===== config.mk =====
export PLATFORM = sky130hd
export DESIGN_NAME = vex_prefix_decoder
export DESIGN_NICKNAME = d
export VERILOG_FILES = /design/src/rtl/vexdec_pkg.sv /design/src/rtl/vexdec_collector.sv /design/src/rtl/vexdec_unpack.sv /design/src/rtl/vexdec_record_reg.sv /design/src/rtl/vex_prefix_decoder.sv
export SDC_FILE = /design/constraint.sdc
export NUM_CORES = 1
export LEC_CHECK = 0
export BUFFER_PORTS_ARGS = -buffer_cell sky130_fd_sc_hd__buf_2
export CAP_MARGIN = 10
export CORE_MARGIN = 2
export CORE_UTILIZATION = 55
export CTS_CLUSTER_DIAMETER = 150
export DETAILED_ROUTE_END_ITERATION = 12
export GPL_TIMING_DRIVEN = 0
export PLACE_DENSITY = 0.89
export SYNTH_ARGS = -nofsm -noshare
export SYNTH_HDL_FRONTEND = slang
export SYNTH_SLANG_ARGS = --single-unit

===== constraint.sdc =====
create_clock -name clk -period 3.3 [get_ports clk]
set_input_delay 0.66 -clock clk [delete_from_list [all_inputs] [get_ports clk]]
set_output_delay 0.66 -clock clk [all_outputs]
set_load 0.01 [all_outputs]

===== src/rtl/vexdec_pkg.sv =====
package vexdec_pkg;

  localparam int BYTE_W = 8;
  localparam int VREG_W = 4;
  localparam int SEL_W  = 5;

  typedef enum logic [1:0] {
    ST_IDLE     = 2'd0,
    ST_SHORT_P1 = 2'd1,
    ST_LONG_P1  = 2'd2,
    ST_LONG_P2  = 2'd3
  } col_state_e;

  // value equals the prefix length in bytes
  typedef enum logic [1:0] {
    FORM_NONE  = 2'd0,
    FORM_SHORT = 2'd2,
    FORM_LONG  = 2'd3
  } form_e;

  typedef enum logic [1:0] {
    MAP_NONE = 2'd0,
    MAP_0F   = 2'd1,
    MAP_0F38 = 2'd2,
    MAP_0F3A = 2'd3
  } map_e;

  typedef enum logic [1:0] {
    VL_128    = 2'd0,
    VL_256    = 2'd1,
    VL_SCALAR = 2'd2
  } vlen_e;

  typedef struct packed {
    logic              prefixed;
    form_e             len;
    logic              r;
    logic              x;
    logic              b;
    map_e              map;
    logic              illegal;
    logic              w;
    logic              w_ign;
    logic [VREG_W-1:0] vreg;
    logic              vreg_used;
    vlen_e             vlen;
    logic [1:0]        pp;
    logic [BYTE_W-1:0] raw;
  } rec_t;

endpackage


===== src/rtl/vexdec_collector.sv =====
module vexdec_collector
  import vexdec_pkg::*;
#(
  parameter logic [BYTE_W-1:0] LEAD_SHORT = 8'hC5,
  parameter logic [BYTE_W-1:0] LEAD_LONG  = 8'hC4
) (
  input  logic              clk,
  input  logic              rst_n,
  input  logic              flush,
  input  logic              take,
  input  logic [BYTE_W-1:0] byte_i,
  output logic              busy,
  output logic              fin,
  output form_e             fin_form,
  output logic [BYTE_W-1:0] mid_byte
);

  col_state_e        state_q, state_d;
  logic              mid_en;
  logic [BYTE_W-1:0] mid_q;

  always_comb begin
    state_d  = state_q;
    fin      = 1'b0;
    fin_form = FORM_NONE;
    mid_en   = 1'b0;
    if (flush) begin
      state_d = ST_IDLE;
    end else if (take) begin
      case (state_q)
        ST_IDLE: begin
          if (byte_i == LEAD_SHORT)     state_d = ST_SHORT_P1;
          else if (byte_i == LEAD_LONG) state_d = ST_LONG_P1;
          else begin
            fin      = 1'b1;
            fin_form = FORM_NONE;
          end
        end
        ST_SHORT_P1: begin
          fin      = 1'b1;
          fin_form = FORM_SHORT;
          state_d  = ST_IDLE;
        end
        ST_LONG_P1: begin
          mid_en  = 1'b1;
          state_d = ST_LONG_P2;
        end
        ST_LONG_P2: begin
          fin      = 1'b1;
          fin_form = FORM_LONG;
          state_d  = ST_IDLE;
        end
        default: state_d = ST_IDLE;
      endcase
    end
  end

  always_ff @(posedge clk or negedge rst_n) begin
    if (!rst_n) state_q <= ST_IDLE;
    else        state_q <= state_d;
  end

  always_ff @(posedge clk or negedge rst_n) begin
    if (!rst_n)      mid_q <= '0;
    else if (mid_en) mid_q <= byte_i;
  end

  assign busy     = (state_q != ST_IDLE);
  assign mid_byte = mid_q;

  // a flush leaves the collector idle on the next cycle
  assert_flush_idle_R11: assert property (@(posedge clk) disable iff (!rst_n)
    flush |=> (state_q == ST_IDLE));

  // the middle long-form byte always leads to the third-byte state
  assert_long_step_R3: assert property (@(posedge clk) disable iff (!rst_n)
    (state_q == ST_LONG_P1 && take && !flush) |=> (state_q == ST_LONG_P2));

endmodule


===== src/rtl/vexdec_unpack.sv =====
module vexdec_unpack
  import vexdec_pkg::*;
(
  input  form_e             form,
  input  logic [BYTE_W-1:0] mid_byte,
  input  logic [BYTE_W-1:0] last_byte,
  input  logic              scalar_op,
  input  logic              single_src,
  input  logic              shift_class,
  input  logic              w_ignored,
  output rec_t              rec_o
);

  logic             lbit;
  logic [SEL_W-1:0] sel;

  always_comb begin
    rec_o = '0;
    lbit  = last_byte[2];
    sel   = mid_byte[SEL_W-1:0];
    case (form)
      FORM_SHORT: begin
        rec_o.prefixed = 1'b1;
        rec_o.len      = FORM_SHORT;
        rec_o.r        = ~last_byte[7];
        rec_o.map      = MAP_0F;
        rec_o.w        = 1'b0;
      end
      FORM_LONG: begin
        rec_o.prefixed = 1'b1;
        rec_o.len      = FORM_LONG;
        rec_o.r        = ~mid_byte[7];
        rec_o.x        = ~mid_byte[6];
        rec_o.b        = ~mid_byte[5];
        case (sel)
          5'd1:    rec_o.map = MAP_0F;
          5'd2:    rec_o.map = MAP_0F38;
          5'd3:    rec_o.map = MAP_0F3A;
          default: begin
            rec_o.map     = MAP_NONE;
            rec_o.illegal = 1'b1;
          end
        endcase
        rec_o.w = last_byte[7] & ~w_ignored;
      end
      default: rec_o.raw = last_byte;
    endcase
    if (form != FORM_NONE) begin
      rec_o.w_ign     = w_ignored;
      rec_o.vreg      = ~last_byte[6:3];
      rec_o.pp        = last_byte[1:0];
      rec_o.vreg_used = ~(single_src & ~shift_class);
      if (lbit)           rec_o.vlen = VL_256;
      else if (scalar_op) rec_o.vlen = VL_SCALAR;
      else                rec_o.vlen = VL_128;
    end
  end

endmodule


===== src/rtl/vexdec_record_reg.sv =====
module vexdec_record_reg
  import vexdec_pkg::*;
(
  input  logic clk,
  input  logic rst_n,
  input  logic load,
  input  rec_t rec_d,
  output logic valid_q,
  output rec_t rec_q
);

  always_ff @(posedge clk or negedge rst_n) begin
    if (!rst_n) valid_q <= 1'b0;
    else        valid_q <= load;
  end

  always_ff @(posedge clk or negedge rst_n) begin
    if (!rst_n)    rec_q <= '0;
    else if (load) rec_q <= rec_d;
  end

  // the short form never reports a widening bit
  assert_short_w_zero_R6: assert property (@(posedge clk) disable iff (!rst_n)
    (valid_q && rec_q.len == FORM_SHORT) |-> !rec_q.w);

  // a disregarded widening bit never reaches the output
  assert_w_ignored_clear_R6: assert property (@(posedge clk) disable iff (!rst_n)
    (valid_q && rec_q.w_ign) |-> !rec_q.w);

  // an illegal map select carries no map
  assert_illegal_no_map_R4: assert property (@(posedge clk) disable iff (!rst_n)
    (valid_q && rec_q.illegal) |-> (rec_q.map == MAP_NONE && rec_q.len == FORM_LONG));

  // a plain byte record carries no prefix length
  assert_plain_no_len_R10: assert property (@(posedge clk) disable iff (!rst_n)
    (valid_q && !rec_q.prefixed) |-> (rec_q.len == FORM_NONE && !rec_q.vreg_used));

endmodule


===== src/rtl/vex_prefix_decoder.sv =====
module vex_prefix_decoder
  import vexdec_pkg::*;
#(
  parameter logic [BYTE_W-1:0] LEAD_SHORT = 8'hC5,
  parameter logic [BYTE_W-1:0] LEAD_LONG  = 8'hC4,
  parameter int                RST_STAGES = 2
) (
  input  logic              clk,
  input  logic              rst_n,
  input  logic              flush,
  input  logic              in_valid,
  output logic              in_ready,
  input  logic [BYTE_W-1:0] in_byte,
  input  logic              scalar_op,
  input  logic              single_src,
  input  logic              shift_class,
  input  logic              w_ignored,
  output logic              rec_valid,
  output logic              rec_prefixed,
  output logic [1:0]        rec_len,
  output logic              rec_r,
  output logic              rec_x,
  output logic              rec_b,
  output logic [1:0]        rec_map,
  output logic              rec_illegal,
  output logic              rec_w,
  output logic              rec_w_ignored,
  output logic [VREG_W-1:0] rec_vreg,
  output logic              rec_vreg_used,
  output logic [1:0]        rec_vlen,
  output logic [1:0]        rec_pp,
  output logic [BYTE_W-1:0] rec_byte
);

  // reset: asserted asynchronously, released after RST_STAGES edges
  logic [RST_STAGES-1:0] sync_q;
  logic                  rst_sync_n;

  always_ff @(posedge clk or negedge rst_n) begin
    if (!rst_n) sync_q <= '0;
    else        sync_q <= {sync_q[RST_STAGES-2:0], 1'b1};
  end
  assign rst_sync_n = sync_q[RST_STAGES-1];

  logic              take;
  logic              busy;
  logic              fin;
  form_e             fin_form;
  logic [BYTE_W-1:0] mid_byte;
  rec_t              rec_d;
  rec_t              rec_q;

  assign in_ready = rst_sync_n & ~flush;
  assign take     = in_valid & in_ready;

  vexdec_collector #(
    .LEAD_SHORT(LEAD_SHORT),
    .LEAD_LONG (LEAD_LONG)
  ) u_collector (
    .clk     (clk),
    .rst_n   (rst_sync_n),
    .flush   (flush),
    .take    (take),
    .byte_i  (in_byte),
    .busy    (busy),
    .fin     (fin),
    .fin_form(fin_form),
    .mid_byte(mid_byte)
  );

  vexdec_unpack u_unpack (
    .form       (fin_form),
    .mid_byte   (mid_byte),
    .last_byte  (in_byte),
    .scalar_op  (scalar_op),
    .single_src (single_src),
    .shift_class(shift_class),
    .w_ignored  (w_ignored),
    .rec_o      (rec_d)
  );

  vexdec_record_reg u_record (
    .clk    (clk),
    .rst_n  (rst_sync_n),
    .load   (fin),
    .rec_d  (rec_d),
    .valid_q(rec_valid),
    .rec_q  (rec_q)
  );

  assign rec_prefixed  = rec_q.prefixed;
  assign rec_len       = rec_q.len;
  assign rec_r         = rec_q.r;
  assign rec_x         = rec_q.x;
  assign rec_b         = rec_q.b;
  assign rec_map       = rec_q.map;
  assign rec_illegal   = rec_q.illegal;
  assign rec_w         = rec_q.w;
  assign rec_w_ignored = rec_q.w_ign;
  assign rec_vreg      = rec_q.vreg;
  assign rec_vreg_used = rec_q.vreg_used;
  assign rec_vlen      = rec_q.vlen;
  assign rec_pp        = rec_q.pp;
  assign rec_byte      = rec_q.raw;

  // taking a lead byte from idle produces no record next cycle
  assert_lead_no_record_R13: assert property (@(posedge clk) disable iff (!rst_sync_n)
    (!busy && take && (in_byte == LEAD_SHORT || in_byte == LEAD_LONG)) |=> !rec_valid);

  // nothing is taken while flushing
  assert_flush_blocks_R1: assert property (@(posedge clk) disable iff (!rst_sync_n)
    flush |=> !rec_valid);

endmodule


==> results_dict.tcl <==
set metrics [dict create \
    synth_cell_type_count 40 \
    syn_inst 137 \
    grt_pass1_wl_um 5990 \
    clk_latency_ps 350 \
    grt_start_max_net_pins 44 \
    cts_tree "yes" \
    path_clk_slew_ps 110 \
    total_leakage_power_nw 1.10 \
    placement.io_buffers 45 \
    ys_seq_area_share_pct 57.3 \
    crit_start "sync_q[1]$_DFF_PN0_" \
    final_core_util_pct 69.5 \
    antenna_cells 0 \
    cp_data_required_time_ps 2640 \
    dpl.hpwl_um 2560 \
    fp.dieW_um 60.4 \
    drc 0 \
    r2r_start "sync_q[1]$_DFF_PN0_" \
    worstSetupEndpointType "primary output" \
    hold_path.class "primary input to asynchronous set/reset pin" \
    syn-cell-area_um2 1750 \
    avgSynthCellArea_um2 12.7 \
    ys_ff_latch 40 \
    dieArea_um2 3640 \
    cts_setup_buffers 0 \
    synth_edf_count 0 \
    drv_cap 0 \
    synth_top_area_share_pct 57.3 \
    rsz0062_at_grt "no" \
    setup-tns-final_ps 0 \
    cts_buffers 5 \
    max_slew_margin_pct 40.2 \
    cts_num_sinks 40 \
    antenna_found_initial 0 \
    grtUsageTotal_pct 22.9 \
    first_pass_iters 3 \
    vias 1290 \
    routed_via_density 5.51 \
    grt_pass1_vias 1287 \
    reg2reg_slack_ps 1190 \
    period_minus_slack_ps 2330 \
    setup.worst_path.start_class "flop" \
    hold_buffers 0 \
    die_h_um 60.4 \
    htree_levels 2 \
    finalCritPeriodShare_pct 70.7 \
    synth_nets 153 \
    io_pins 46 \
    setup_viol 0 \
    wirelength_um 3610 \
    rows 20 \
    ys_warn_count 0 \
    cts_max_path_buffers 2 \
    core_area_um2 3030 \
    finalMaxSlewViolations 0 \
    synthArstFlopShare_pct 100 \
    start_util_pct 57.7 \
    drive_above_1_share_pct 42.1 \
    antenna_left 0 \
    p_per_area_nw_per_um2 446 \
    clock_tree.root_cell "clkbuf_4" \
    ctsResizeCount 0 \
    first_iter_violations 38 \
    synth.area.top_cells "dfrtp_1, mux2i_1, mux2_2" \
    overflow 0 \
    area_growth_pct 20.5 \
    skew_ps 3.89 \
    synth_area_leader_cell "dfrtp_1" \
    status "completed" \
    path_max_fanout 43 \
    hold_viol 0 \
    ir_drop_mv 0.311 \
    gp_congestion 0.859 \
    tightest_slew_ps 898 \
    critPathKind "flop to primary output" \
    wl_per_cell_um 15.4 \
    final_nets 205 \
    synthFlopType "dfrtp_1" \
    cp_data_arrival_time_ps 1670 \
    max_freq_ghz 0.429 \
]
==> through the flow <==
stage / cell area, um2 / cells / hold WS [ps] / setup WS [ps] / power [mW]
floorplan: 1750 / 137 / 331 / 999 / 0.584
global placement: 2030 / 226 / 339 / 671 / 0.627
detailed placement: 2030 / 226 / 337 / 1150 / 0.632
CTS: 2100 / 234 / 51.9 / 910 / 0.945
global route: 2100 / 234 / 41.2 / 779 / 0.978
finish: 2100 / 234 / 66.0 / 967 / 0.938
==> worst max-delay path, cell delays in order (launching register included) <==
cell	delay [ps]
dfrtp_2	970
nor2b_1	200
buf_2	130
==> registers in the layout (all words and copies together), names as in the netlist <==
register,count
u_collector.state_q,2
sync_q,2
u_record.rec_q,27
u_collector.mid_byte,8
u_record.valid_q,1
==> worst paths after layout <==
check,to,cells after the start
max in group asynchronous,u_record.rec_q[4]$_DFFE_PN0P_,0
worst min-delay path,sync_q[1]$_DFF_PN0_,1
min in group clk,sync_q[1]$_DFF_PN0_,0
worst max register to register,u_collector.mid_byte[4]$_DFFE_PN0P_,4
worst min register to register,sync_q[1]$_DFF_PN0_,0
worst max-delay path,in_ready,2
==> layout make-up <==
| type | count | area (um2) |
|---|---|---|
| Fill cell | 234 | 923 |
| Tap cell | 44 | 55.1 |
| Clock buffer | 6 | 41.3 |
| Sequential cell | 40 | 1000 |
| Multi-Input combinational cell | 84 | 673 |
| Timing Repair Buffer | 45 | 225 |
| Buffer | 7 | 50.0 |
| Clock inverter | 2 | 35.0 |
| Inverter | 6 | 22.5 |
==> cells by family (layout without fill, tap and decap cells) <==
| family | Yosys count | in the layout | synth area share, % |
|---|---|---|---|
| AO/OA/AOI/OAI | 30 | 30 | 15.8 |
| buffers and inverters | 13 | 66 | 4.15 |
| flip-flops | 40 | 40 | 57.3 |
| multiplexers | 14 | 14 | 8.45 |
| other | 1 | 1 | 0.215 |
| AND/OR/NAND/NOR | 39 | 39 | 14.0 |
==> power breakdown <==
group / switching (mW) / total, mW / leakage [nW] / internal, mW
logic: 0.0512 / 0.0912 / 0.518 / 0.0401
registers: 0.0205 / 0.531 / 0.536 / 0.510
clock network: 0.157 / 0.316 / 0.0422 / 0.159
==> placed cells by master, fill, tap and decap left out, types with 2 or more instances in the layout <==
master,synthesis,layout
a22o_2,5,5
nand2_1,17,17
clkbuf_4,0,5
clkbuf_1,2,3
nor3_1,2,2
buf_4,3,3
o2bb2ai_2,2,2
nor3b_1,2,2
buf_2,1,46
nand2b_1,4,4
dfrtp_1,40,39
mux2_2,6,6
mux2i_1,8,8
a32o_1,2,2
nand3_1,2,2
o2bb2ai_1,7,7
inv_1,5,5
o21ai_0,6,6
==> Yosys cell counts, types with 2 or more instances <==
| cell type | count |
|---|---|
| nor3b_1 | 2 |
| nand2_1 | 17 |
| inv_1 | 5 |
| a32o_1 | 2 |
| buf_4 | 3 |
| nor3_1 | 2 |
| mux2_2 | 6 |
| o2bb2ai_2 | 2 |
| o21ai_0 | 6 |
| mux2i_1 | 8 |
| nand3_1 | 2 |
| o2bb2ai_1 | 7 |
| a22o_2 | 5 |
| clkbuf_1 | 2 |
| nand2b_1 | 4 |
| dfrtp_1 | 40 |
==> routing by layer <==
metal | vias up | global-route usage, % | routed length, um
met5 | - | 0 | 0
met2 | 43 | 34.9 | 1680
met1 | 637 | 30.3 | 1670
met3 | 5 | 7.89 | 204
li1 | 605 | - | -
met4 | 0 | 9.21 | 55
Note: power is estimated with default switching activity, not from simulation.
